[config.mk]
export PLATFORM = sky130hd
export DESIGN_NAME = pkt_stream_fifo
export DESIGN_NICKNAME = d
export VERILOG_FILES = /design/src/rtl/pkt_fifo_pkg.sv /design/src/rtl/pkt_fifo_store.sv /design/src/rtl/pkt_fifo_ctrl.sv /design/src/rtl/pkt_fifo_flags.sv /design/src/rtl/pkt_stream_fifo.sv
export SDC_FILE = /design/constraint.sdc
export NUM_CORES = 1
export LEC_CHECK = 0
export ABC_AREA = 1
export ABC_CLOCK_PERIOD_IN_PS = 9980
export BUFFER_PORTS_ARGS = -buffer_cell sky130_fd_sc_hd__buf_4
export CORE_AREA = 10 10 195 233
export CTS_CLUSTER_DIAMETER = 80
export DETAILED_ROUTE_END_ITERATION = 8
export DIE_AREA = 0 0 205 243
export PLACE_DENSITY_LB_ADDON = 0.3
export SLEW_MARGIN = 20
export SYNTH_ARGS = -nofsm -noshare
export SYNTH_HDL_FRONTEND = slang
export SYNTH_SLANG_ARGS = --single-unit
[constraint.sdc]
create_clock -name clk -period 9.98 [get_ports clk]
set_input_delay 1.497 -clock clk [delete_from_list [all_inputs] [get_ports clk]]
set_output_delay 1.497 -clock clk [all_outputs]
set_load 0.1 [all_outputs]
[src/rtl/pkt_fifo_pkg.sv]
package pkt_fifo_pkg;

    // Handshake outcome of one cycle: bit 1 = write accepted, bit 0 = read taken.
    typedef enum logic [1:0] {
        OP_NONE = 2'b00,
        OP_POP  = 2'b01,
        OP_PUSH = 2'b10,
        OP_BOTH = 2'b11
    } fifo_op_e;

endpackage

[src/rtl/pkt_fifo_store.sv]
module pkt_fifo_store #(
    parameter int unsigned DEPTH  = 16,
    parameter int unsigned WORD_W = 37,
    localparam int unsigned PTR_W = $clog2(DEPTH)
) (
    input  logic              clk,
    input  logic              wr_en,
    input  logic [PTR_W-1:0]  wr_addr,
    input  logic [WORD_W-1:0] wr_word,
    input  logic [PTR_W-1:0]  rd_addr,
    output logic [WORD_W-1:0] rd_word
);

    logic [WORD_W-1:0] slot_q [DEPTH];
    logic [DEPTH-1:0]  slot_we;

    // One-hot write select, one decoder per slot.
    for (genvar i = 0; i < DEPTH; i++) begin : g_slot_dec
        assign slot_we[i] = wr_en && (wr_addr == PTR_W'(i));
    end

    always_ff @(posedge clk) begin
        for (int i = 0; i < DEPTH; i++) begin
            if (slot_we[i]) begin
                slot_q[i] <= wr_word;
            end
        end
    end

    // The head is read straight out of the array.
    assign rd_word = slot_q[rd_addr];

endmodule

[src/rtl/pkt_fifo_ctrl.sv]
module pkt_fifo_ctrl
    import pkt_fifo_pkg::*;
#(
    parameter int unsigned DEPTH = 16,
    localparam int unsigned PTR_W = $clog2(DEPTH),
    localparam int unsigned CNT_W = PTR_W + 1
) (
    input  logic             clk,
    input  logic             rst_n,
    input  logic             store_fwd,
    input  logic             in_valid,
    input  logic             in_last,
    input  logic             out_ready,
    input  logic             head_last,
    output logic             in_ready,
    output logic             out_valid,
    output logic             push,
    output logic [PTR_W-1:0] wr_ptr,
    output logic [PTR_W-1:0] rd_ptr,
    output logic [CNT_W-1:0] occ,
    output logic [CNT_W-1:0] occ_next,
    output logic [CNT_W-1:0] open_beats,
    output logic             stalled
);

    localparam logic [CNT_W-1:0] FULL_C = CNT_W'(DEPTH);
    localparam logic [CNT_W-1:0] ONE_C  = CNT_W'(1);

    typedef struct packed {
        logic [PTR_W-1:0] wr_ptr;
        logic [PTR_W-1:0] rd_ptr;
        logic [CNT_W-1:0] occ;    // beats held
        logic [CNT_W-1:0] pkts;   // beats with the end marker held
        logic [CNT_W-1:0] open;   // beats behind the newest end marker
    } ctrl_state_t;

    ctrl_state_t st_q, st_d;
    fifo_op_e    op;
    logic        pop;

    always_comb begin
        in_ready  = (st_q.occ != FULL_C);
        out_valid = store_fwd ? (st_q.pkts != '0) : (st_q.occ != '0);
        push      = in_valid && in_ready;
        pop       = out_valid && out_ready;
        op        = fifo_op_e'({push, pop});

        st_d = st_q;

        if (push) begin
            st_d.wr_ptr = st_q.wr_ptr + 1'b1;
        end
        if (pop) begin
            st_d.rd_ptr = st_q.rd_ptr + 1'b1;
        end

        case (op)
            OP_PUSH: st_d.occ = st_q.occ + ONE_C;
            OP_POP:  st_d.occ = st_q.occ - ONE_C;
            default: st_d.occ = st_q.occ;
        endcase

        // Packet ends entering and leaving may cancel out.
        case ({push && in_last, pop && head_last})
            2'b10:   st_d.pkts = st_q.pkts + ONE_C;
            2'b01:   st_d.pkts = st_q.pkts - ONE_C;
            default: st_d.pkts = st_q.pkts;
        endcase

        if (push) begin
            st_d.open = in_last ? '0 : (st_q.open + ONE_C);
        end
        // A streaming read may eat into the unfinished packet.
        if (st_d.open > st_d.occ) begin
            st_d.open = st_d.occ;
        end
    end

    always_ff @(posedge clk or negedge rst_n) begin
        if (!rst_n) begin
            st_q <= '0;
        end else begin
            st_q <= st_d;
        end
    end

    assign wr_ptr     = st_q.wr_ptr;
    assign rd_ptr     = st_q.rd_ptr;
    assign occ        = st_q.occ;
    assign occ_next   = st_d.occ;
    assign open_beats = st_q.open;
    assign stalled    = store_fwd && (st_q.occ == FULL_C) && (st_q.pkts == '0);

endmodule

[src/rtl/pkt_fifo_flags.sv]
module pkt_fifo_flags #(
    parameter int unsigned DEPTH          = 16,
    parameter int unsigned PROG_FULL_THR  = 12,
    parameter int unsigned PROG_EMPTY_THR = 3,
    localparam int unsigned CNT_W = $clog2(DEPTH) + 1
) (
    input  logic             clk,
    input  logic             rst_n,
    input  logic [CNT_W-1:0] occ_next,
    output logic             almost_full,
    output logic             almost_empty,
    output logic             prog_full,
    output logic             prog_empty
);

    localparam logic [CNT_W-1:0] AF_C = CNT_W'(DEPTH - 1);
    localparam logic [CNT_W-1:0] AE_C = CNT_W'(1);
    localparam logic [CNT_W-1:0] PF_C = CNT_W'(PROG_FULL_THR);
    localparam logic [CNT_W-1:0] PE_C = CNT_W'(PROG_EMPTY_THR);

    typedef struct packed {
        logic af;
        logic ae;
        logic pf;
        logic pe;
    } level_t;

    level_t lvl_q, lvl_d;

    // Flags are registered from the next occupancy so they line up with it.
    always_comb begin
        lvl_d.af = (occ_next >= AF_C);
        lvl_d.ae = (occ_next <= AE_C);
        lvl_d.pf = (occ_next >= PF_C);
        lvl_d.pe = (occ_next <= PE_C);
    end

    always_ff @(posedge clk or negedge rst_n) begin
        if (!rst_n) begin
            lvl_q.af <= 1'b0;
            lvl_q.ae <= 1'b1;
            lvl_q.pf <= (PF_C == '0);
            lvl_q.pe <= 1'b1;
        end else begin
            lvl_q <= lvl_d;
        end
    end

    assign almost_full  = lvl_q.af;
    assign almost_empty = lvl_q.ae;
    assign prog_full    = lvl_q.pf;
    assign prog_empty   = lvl_q.pe;

endmodule

[src/rtl/pkt_stream_fifo.sv]
module pkt_stream_fifo #(
    parameter int unsigned DATA_W         = 32,
    parameter int unsigned DEPTH          = 16,
    parameter int unsigned PROG_FULL_THR  = 12,
    parameter int unsigned PROG_EMPTY_THR = 3,
    localparam int unsigned KEEP_W = DATA_W / 8,
    localparam int unsigned PTR_W  = $clog2(DEPTH),
    localparam int unsigned CNT_W  = PTR_W + 1
) (
    input  logic              clk,
    input  logic              rst_n,
    input  logic              store_fwd,
    input  logic              in_valid,
    output logic              in_ready,
    input  logic [DATA_W-1:0] in_data,
    input  logic [KEEP_W-1:0] in_keep,
    input  logic              in_last,
    output logic              out_valid,
    input  logic              out_ready,
    output logic [DATA_W-1:0] out_data,
    output logic [KEEP_W-1:0] out_keep,
    output logic              out_last,
    output logic [CNT_W-1:0]  wr_count,
    output logic [CNT_W-1:0]  rd_count,
    output logic              almost_full,
    output logic              almost_empty,
    output logic              prog_full,
    output logic              prog_empty,
    output logic              stalled
);

    localparam int unsigned WORD_W = DATA_W + KEEP_W + 1;

    logic              push;
    logic [PTR_W-1:0]  wr_ptr;
    logic [PTR_W-1:0]  rd_ptr;
    logic [CNT_W-1:0]  occ;
    logic [CNT_W-1:0]  occ_next;
    logic [CNT_W-1:0]  open_beats;
    logic [WORD_W-1:0] wr_word;
    logic [WORD_W-1:0] head_word;

    assign wr_word = {in_last, in_keep, in_data};

    pkt_fifo_store #(
        .DEPTH  (DEPTH),
        .WORD_W (WORD_W)
    ) store_i (
        .clk     (clk),
        .wr_en   (push),
        .wr_addr (wr_ptr),
        .wr_word (wr_word),
        .rd_addr (rd_ptr),
        .rd_word (head_word)
    );

    pkt_fifo_ctrl #(
        .DEPTH (DEPTH)
    ) ctrl_i (
        .clk        (clk),
        .rst_n      (rst_n),
        .store_fwd  (store_fwd),
        .in_valid   (in_valid),
        .in_last    (in_last),
        .out_ready  (out_ready),
        .head_last  (head_word[WORD_W-1]),
        .in_ready   (in_ready),
        .out_valid  (out_valid),
        .push       (push),
        .wr_ptr     (wr_ptr),
        .rd_ptr     (rd_ptr),
        .occ        (occ),
        .occ_next   (occ_next),
        .open_beats (open_beats),
        .stalled    (stalled)
    );

    pkt_fifo_flags #(
        .DEPTH          (DEPTH),
        .PROG_FULL_THR  (PROG_FULL_THR),
        .PROG_EMPTY_THR (PROG_EMPTY_THR)
    ) flags_i (
        .clk          (clk),
        .rst_n        (rst_n),
        .occ_next     (occ_next),
        .almost_full  (almost_full),
        .almost_empty (almost_empty),
        .prog_full    (prog_full),
        .prog_empty   (prog_empty)
    );

    assign out_data = head_word[DATA_W-1:0];
    assign out_keep = head_word[DATA_W +: KEEP_W];
    assign out_last = head_word[WORD_W-1];

    assign wr_count = occ;
    assign rd_count = store_fwd ? (occ - open_beats) : occ;

endmodule

Word level (Yosys, flattened, before mapping)
Memories as Yosys holds them, arrays and structs flattened.
Index checks and enable logic that the tools add are counted.
{"block": "word_totals", "word_cells": 170, "input_bits": 42, "memories": 1, "ff_bits": 27, "out_inout_bits": 54, "ramBits": 592}
{"block": "op_classes", "addsub": 8, "magnitude_cmp": 5, "n_eq_ne": 21, "muxes": 84, "reduce_logical": 42}
{"name": "store_i.slot_q", "words": 16, "word_bits": 37, "read_ports": 1, "rd_ports_with_merged_regs": 0, "wr": 1, "line": "pkt_fifo_store.sv:14", "rtl": "logic [WORD_W-1:0] slot_q [DEPTH];"}
{"operator": "$mux 37", "count": 15}
{"operator": "$reduce_or 37->1", "count": 15}
{"operator": "$mux 4", "count": 15}
{"operator": "$mux 1", "count": 48}
{"operator": "$eq 4x4->1 const B", "count": 8}
{"operator": "$logic_and 1x1->1", "count": 22}
{"operator": "$mux 5", "count": 4}
{"operator": "$pmux 5 s2", "count": 2}
{"operator": "$eq 4x3->1 const B", "count": 4}
{"operator": "$add 5x1->5 const B", "count": 3}
{"operator": "$ge 5x4->1 const B", "count": 2}
{"operator": "$reduce_bool 5->1", "count": 2}
{"operator": "$sub 5x1->5 const B", "count": 2}
{"operator": "$add 4x1->4 const B", "count": 2}
{"operator": "$eq 4x2->1 const B", "count": 2}
{"operator": "$eq 5x5->1 const B", "count": 1}
{"operator": "$gt 5x5->1", "count": 1}
{"operator": "$le 5x1->1 const B", "count": 1}
{"operator": "$le 5x2->1 const B", "count": 1}
{"operator": "$logic_not 5->1", "count": 1}
{"operator": "$ne 5x5->1 const B", "count": 1}
{"operator": "$sub 5x5->5", "count": 1}
{"operator": "$eq 2x1->1 const B", "count": 2}
{"operator": "$eq 2x2->1 const B", "count": 2}
{"operator": "other kinds (3)", "count": 3}

Logic depth before layout (Yosys ltp)
{"block": "depth", "ltp_word": 21, "depth_mapped": 24, "mapped_depth_nobuf": 24}

By module
Synthesis repeated with hierarchy kept, for this count alone.
{"block": "hier_totals", "cells_unflattened": 2709, "area_unflattened_um2": 27670.3}
{"mod": "pkt_fifo_store", "instances": 1, "area_each_um2": 25463.2, "cells_each": 2410}
{"mod": "pkt_fifo_ctrl", "instances": 1, "area_each_um2": 1823.0, "cells_each": 239}
{"mod": "pkt_stream_fifo", "instances": 1, "area_each_um2": 232.7, "cells_each": 45}
{"mod": "pkt_fifo_flags", "instances": 1, "area_each_um2": 151.4, "cells_each": 15}

Worst setup path before layout
No wires, ideal clock.
{"block": "synth_timing", "path_kind": "input -> output", "start": "in store_fwd", "end": "out rd_count[2]", "path_buffers": 0, "path_slack_ns": 4.813, "cell_stages": 2, "t_required_ns": 8.483, "t_arrival_ns": 3.670, "cell_sequence": "inv_2 -> o21ai_0"}
{"block": "synth_between", "elab_chain_len": 1}
{"element": "start, declared", "line": "pkt_stream_fifo.sv:12", "rtl": "input logic store_fwd,"}
{"element": "$mux 5", "line": "pkt_stream_fifo.sv:97", "rtl": "assign rd_count = store_fwd ? (occ - open_beats) : occ;"}
{"element": "end, declared", "line": "pkt_stream_fifo.sv:24", "rtl": "output logic [CNT_W-1:0] rd_count,"}
No other way between the ends.

Final worst setup path
{"block": "layout_timing", "start": "reg ctrl_i.st_q (netlist bit ctrl_i.rd_ptr[1])", "end": "out out_keep[1]"}
{"block": "layout_between", "elab_chain_len": 1}
{"element": "start, declared", "line": "pkt_fifo_ctrl.sv:37", "rtl": "ctrl_state_t st_q, st_d;"}
{"element": "start signal, assigned", "line": "pkt_fifo_ctrl.sv:83", "rtl": "st_q <= st_d;"}
{"element": "$mem_v2 16x37"}
{"element": "end, declared", "line": "pkt_stream_fifo.sv:21", "rtl": "output logic [KEEP_W-1:0] out_keep,"}
No other way between the ends.

==> impl_results.md <==
* Status: finished clean
* Worst R2R Start: ctrl_i.rd_ptr[1]
* DP HPWL at 30.3 mm
* Simple-gate share of the synthesized area at 7.34%
* Fin crit period at 5430 ps
* Synthesized area at 24900 um^2
* Placed instance area at 25900 um^2
* Design Area, Final at 27800 um^2
* DIE HEIGHT at 243 um
* Sequential area share after synthesis at 74.0%
* Antenna cells at 0
* Final GP Congestion at 0.808
* Initial core utilization at 61.4%
* Initial antenna violation count at 1
* Crit path max-delay family: buffers and inverters
* Die width at 205 um
* Most frequent CP cell: buf_4
* Crit path largest cell delay at 810 ps
* Final-report max-slew violation count at 0
* Clk sinks at 619
* Main synth FF type: edfxtp_1
* Asr flop ratio synth at 4.36%
* Cells after Synth at 1846
* Worst EP arrival at 3940 ps
* CP max FO at 87
* Cts bufs inserted at 56
* #FFs+latches synth at 619
* Worst-case clock buffer depth at 3
* Row cnt at 81
* RR Endpoint: ctrl_i.st_q[9]
* DRC errors left at 0
* Vias in the first global route at 16086
* R2R Setup Slk at 5510 ps
* Adder-Cell Fraction of Synth Area at 1.34%
* CTS root buffer: clkbuf_16
* CTS tree: yes
* Mux cell area share after synthesis at 0%
* Most common cell after layout, fill and taps aside: edfxtp_1
* Critical path class: reg2out
* Crit start category: register
* Post-synth EDFFs at 592
* DIE AREA at 49800 um^2
* Ratio of cells with drive above 1 in the final layout at 12.1%
* Area delta synth->final at 11.4%
* Synth Area in XOR/XNOR at 0.492%
* Cts hold-fix bufs at 0
* Netlist cell types at 36
* WL per Instance at 24.0 um
* Vias at 15866
* Most frequent cells in the layout: 592 x edfxtp_1, 310 x nor2_1, 287 x o21ai_0, 120 x buf_4, 107 x nand2_1
* Synthesized Nets at 1913
* Largest net degree at the start of global routing at 205
* Crit path cell chain: inv_6, buf_4, o21ai_0, o221ai_1, o211ai_1, nand2_1, buf_4
* Worst r2r path cells at 16
* Global route total overflow at 0
* Io pins at 96
* Worst Hold Depth at 1
* Hold Violations, Final at 0
* GR Util All Layers at 23.6%
* Worst-path clk slew at 60 ps
* CTS H-tree depth at 2
* DRT antenna net count at 0
* YS warnings at 0
* Compound-Gate Fraction of Synth Area at 13.2%
* Max_slew headroom at 34.3%
* Hold path endpoint: ctrl_i.st_q[5]
* DR iter-0 viols at 1706
* Cts repair resizes at 0
* Min-Delay Path Class: reg2reg
* Worst Setup End Kind: output port
* Wirelength, routed at 59.6 mm
* First-pass GRT wire length at 91.1 mm
* Buffer count from post-CTS setup fixing at 0
* Skew-Pair Late Insertion Delay at 600 ps
* Actual slew at the worst max-slew pin at 985 ps
* Core box area at 40600 um^2
* Syn Area/Cell at 13.5 um^2
* Unrepaired setup endpoints after global routing: false
* Vias per cell at 6.40
* IO Port Bufs at 95
* Post-placement cell count at 2379
* Final Cycle Share at 54.5%
* Final Non-Filler Cells at 2481
* Hold wc startpoint: ctrl_i.st_q[5]
* Largest family of logic cells by synthesized area: compound AO/OA/AOI/OAI gates
* Final setup TNS at 0 ps
* DRT Pass-1 Iters at 5
* Worst path bufs/invs at 3
* Layout Nets at 1966
* Fin Clk Skew at 21.7 ps
* Setup-failing EPs final at 0
* Max_cap viols at 0
* Cell at the slowest stage of the critical path: buf_4
* Worst EP required at 8480 ps
* FMAX at 184 MHz
[worst register-to-register path, delay by kind of cell (launching register included)]
| family | cells | cell delay (ps) |
|---|---|---|
| buffers and inverters | 3 | 1440 |
| DFF | 1 | 750 |
| AOI/OAI and AO/OA | 4 | 800 |
| xor gates and xnor gates | 1 | 150 |
| adders and majority gates | 2 | 690 |
| and+or+nand+nor | 6 | 520 |
[synthesized netlist by cell type, types with 22 or more instances]
library cell  count  area share, %
nor2_1          326            4.9
buf_2            36           0.72
o21ai_1          29           0.58
nand3_1          22           0.44
o21ai_0         287            5.8
dfrtp_1          25            2.5
edfxtp_1        592             71
ha_1             22            1.1
o211ai_1         72            2.2
clkbuf_1         49           0.74
inv_1            38           0.57
o221ai_1         72            2.5
o22ai_1          76            1.9
nand2_1         107            1.6
[worst max path at each step]
stage                           from                    to  slack, ps  cells past startpoint
detailed placement         store_fwd  ctrl_i.open_beats[0]       4950                     24
global route        ctrl_i.rd_ptr[1]           out_data[1]       4450                      7
CTS                 ctrl_i.rd_ptr[0]           out_keep[1]       4480                      7
floorplan                  store_fwd           rd_count[2]       4810                      2
finish              ctrl_i.rd_ptr[1]           out_keep[1]       4550                      7
global placement           store_fwd  ctrl_i.open_beats[1]       5040                     23
[registers in the layout (all words and copies together), names as in the netlist]
register,cells
ctrl_i.occ,5
ctrl_i.open_beats,5
ctrl_i.rd_ptr,4
ctrl_i.st_q,5
ctrl_i.wr_ptr,4
flags_i.almost_empty,1
flags_i.almost_full,1
flags_i.prog_empty,1
flags_i.prog_full,1
store_i.slot_q,592
[routing by layer]
layer	GRT usage, %	part of all wire, %	vias up
met5	0	0.034	-
met3	4.16	9.3	133
met1	30.1	37	7819
li1	-	-	7036
met2	39.7	50	876
met4	8.85	3.1	2
[through the flow]
| step | setup slack [ps] | util [%] | hold WS, ps |
|---|---|---|---|
| global placement | 5040 | 63.8 | 509 |
| floorplan | 4810 | - | 478 |
| detailed placement | 4950 | 63.8 | 529 |
| global route | 4450 | 68.4 | 564 |
| CTS | 4480 | 68.3 | 535 |
| finish | 4550 | 68.4 | 529 |
[cell families after synthesis]
kind of cell,after synthesis
adders and majority gates,25
AOI/OAI and AO/OA,547
DFF,619
buffers and inverters,173
and+or+nand+nor,468
xor gates and xnor gates,14
[area by class of cell]
class,instances,area [um^2]
flip-flops and latches,619,18500
fillers,2721,12900
multi-input cells,1054,5690
clock buffers,72,1500
repair buffers,122,940
well taps,539,674
clock inverters,29,323
inverters,46,186
Power is not shown: default switching activity piles up to over one toggle a cycle in this logic, so the estimate is an artifact.
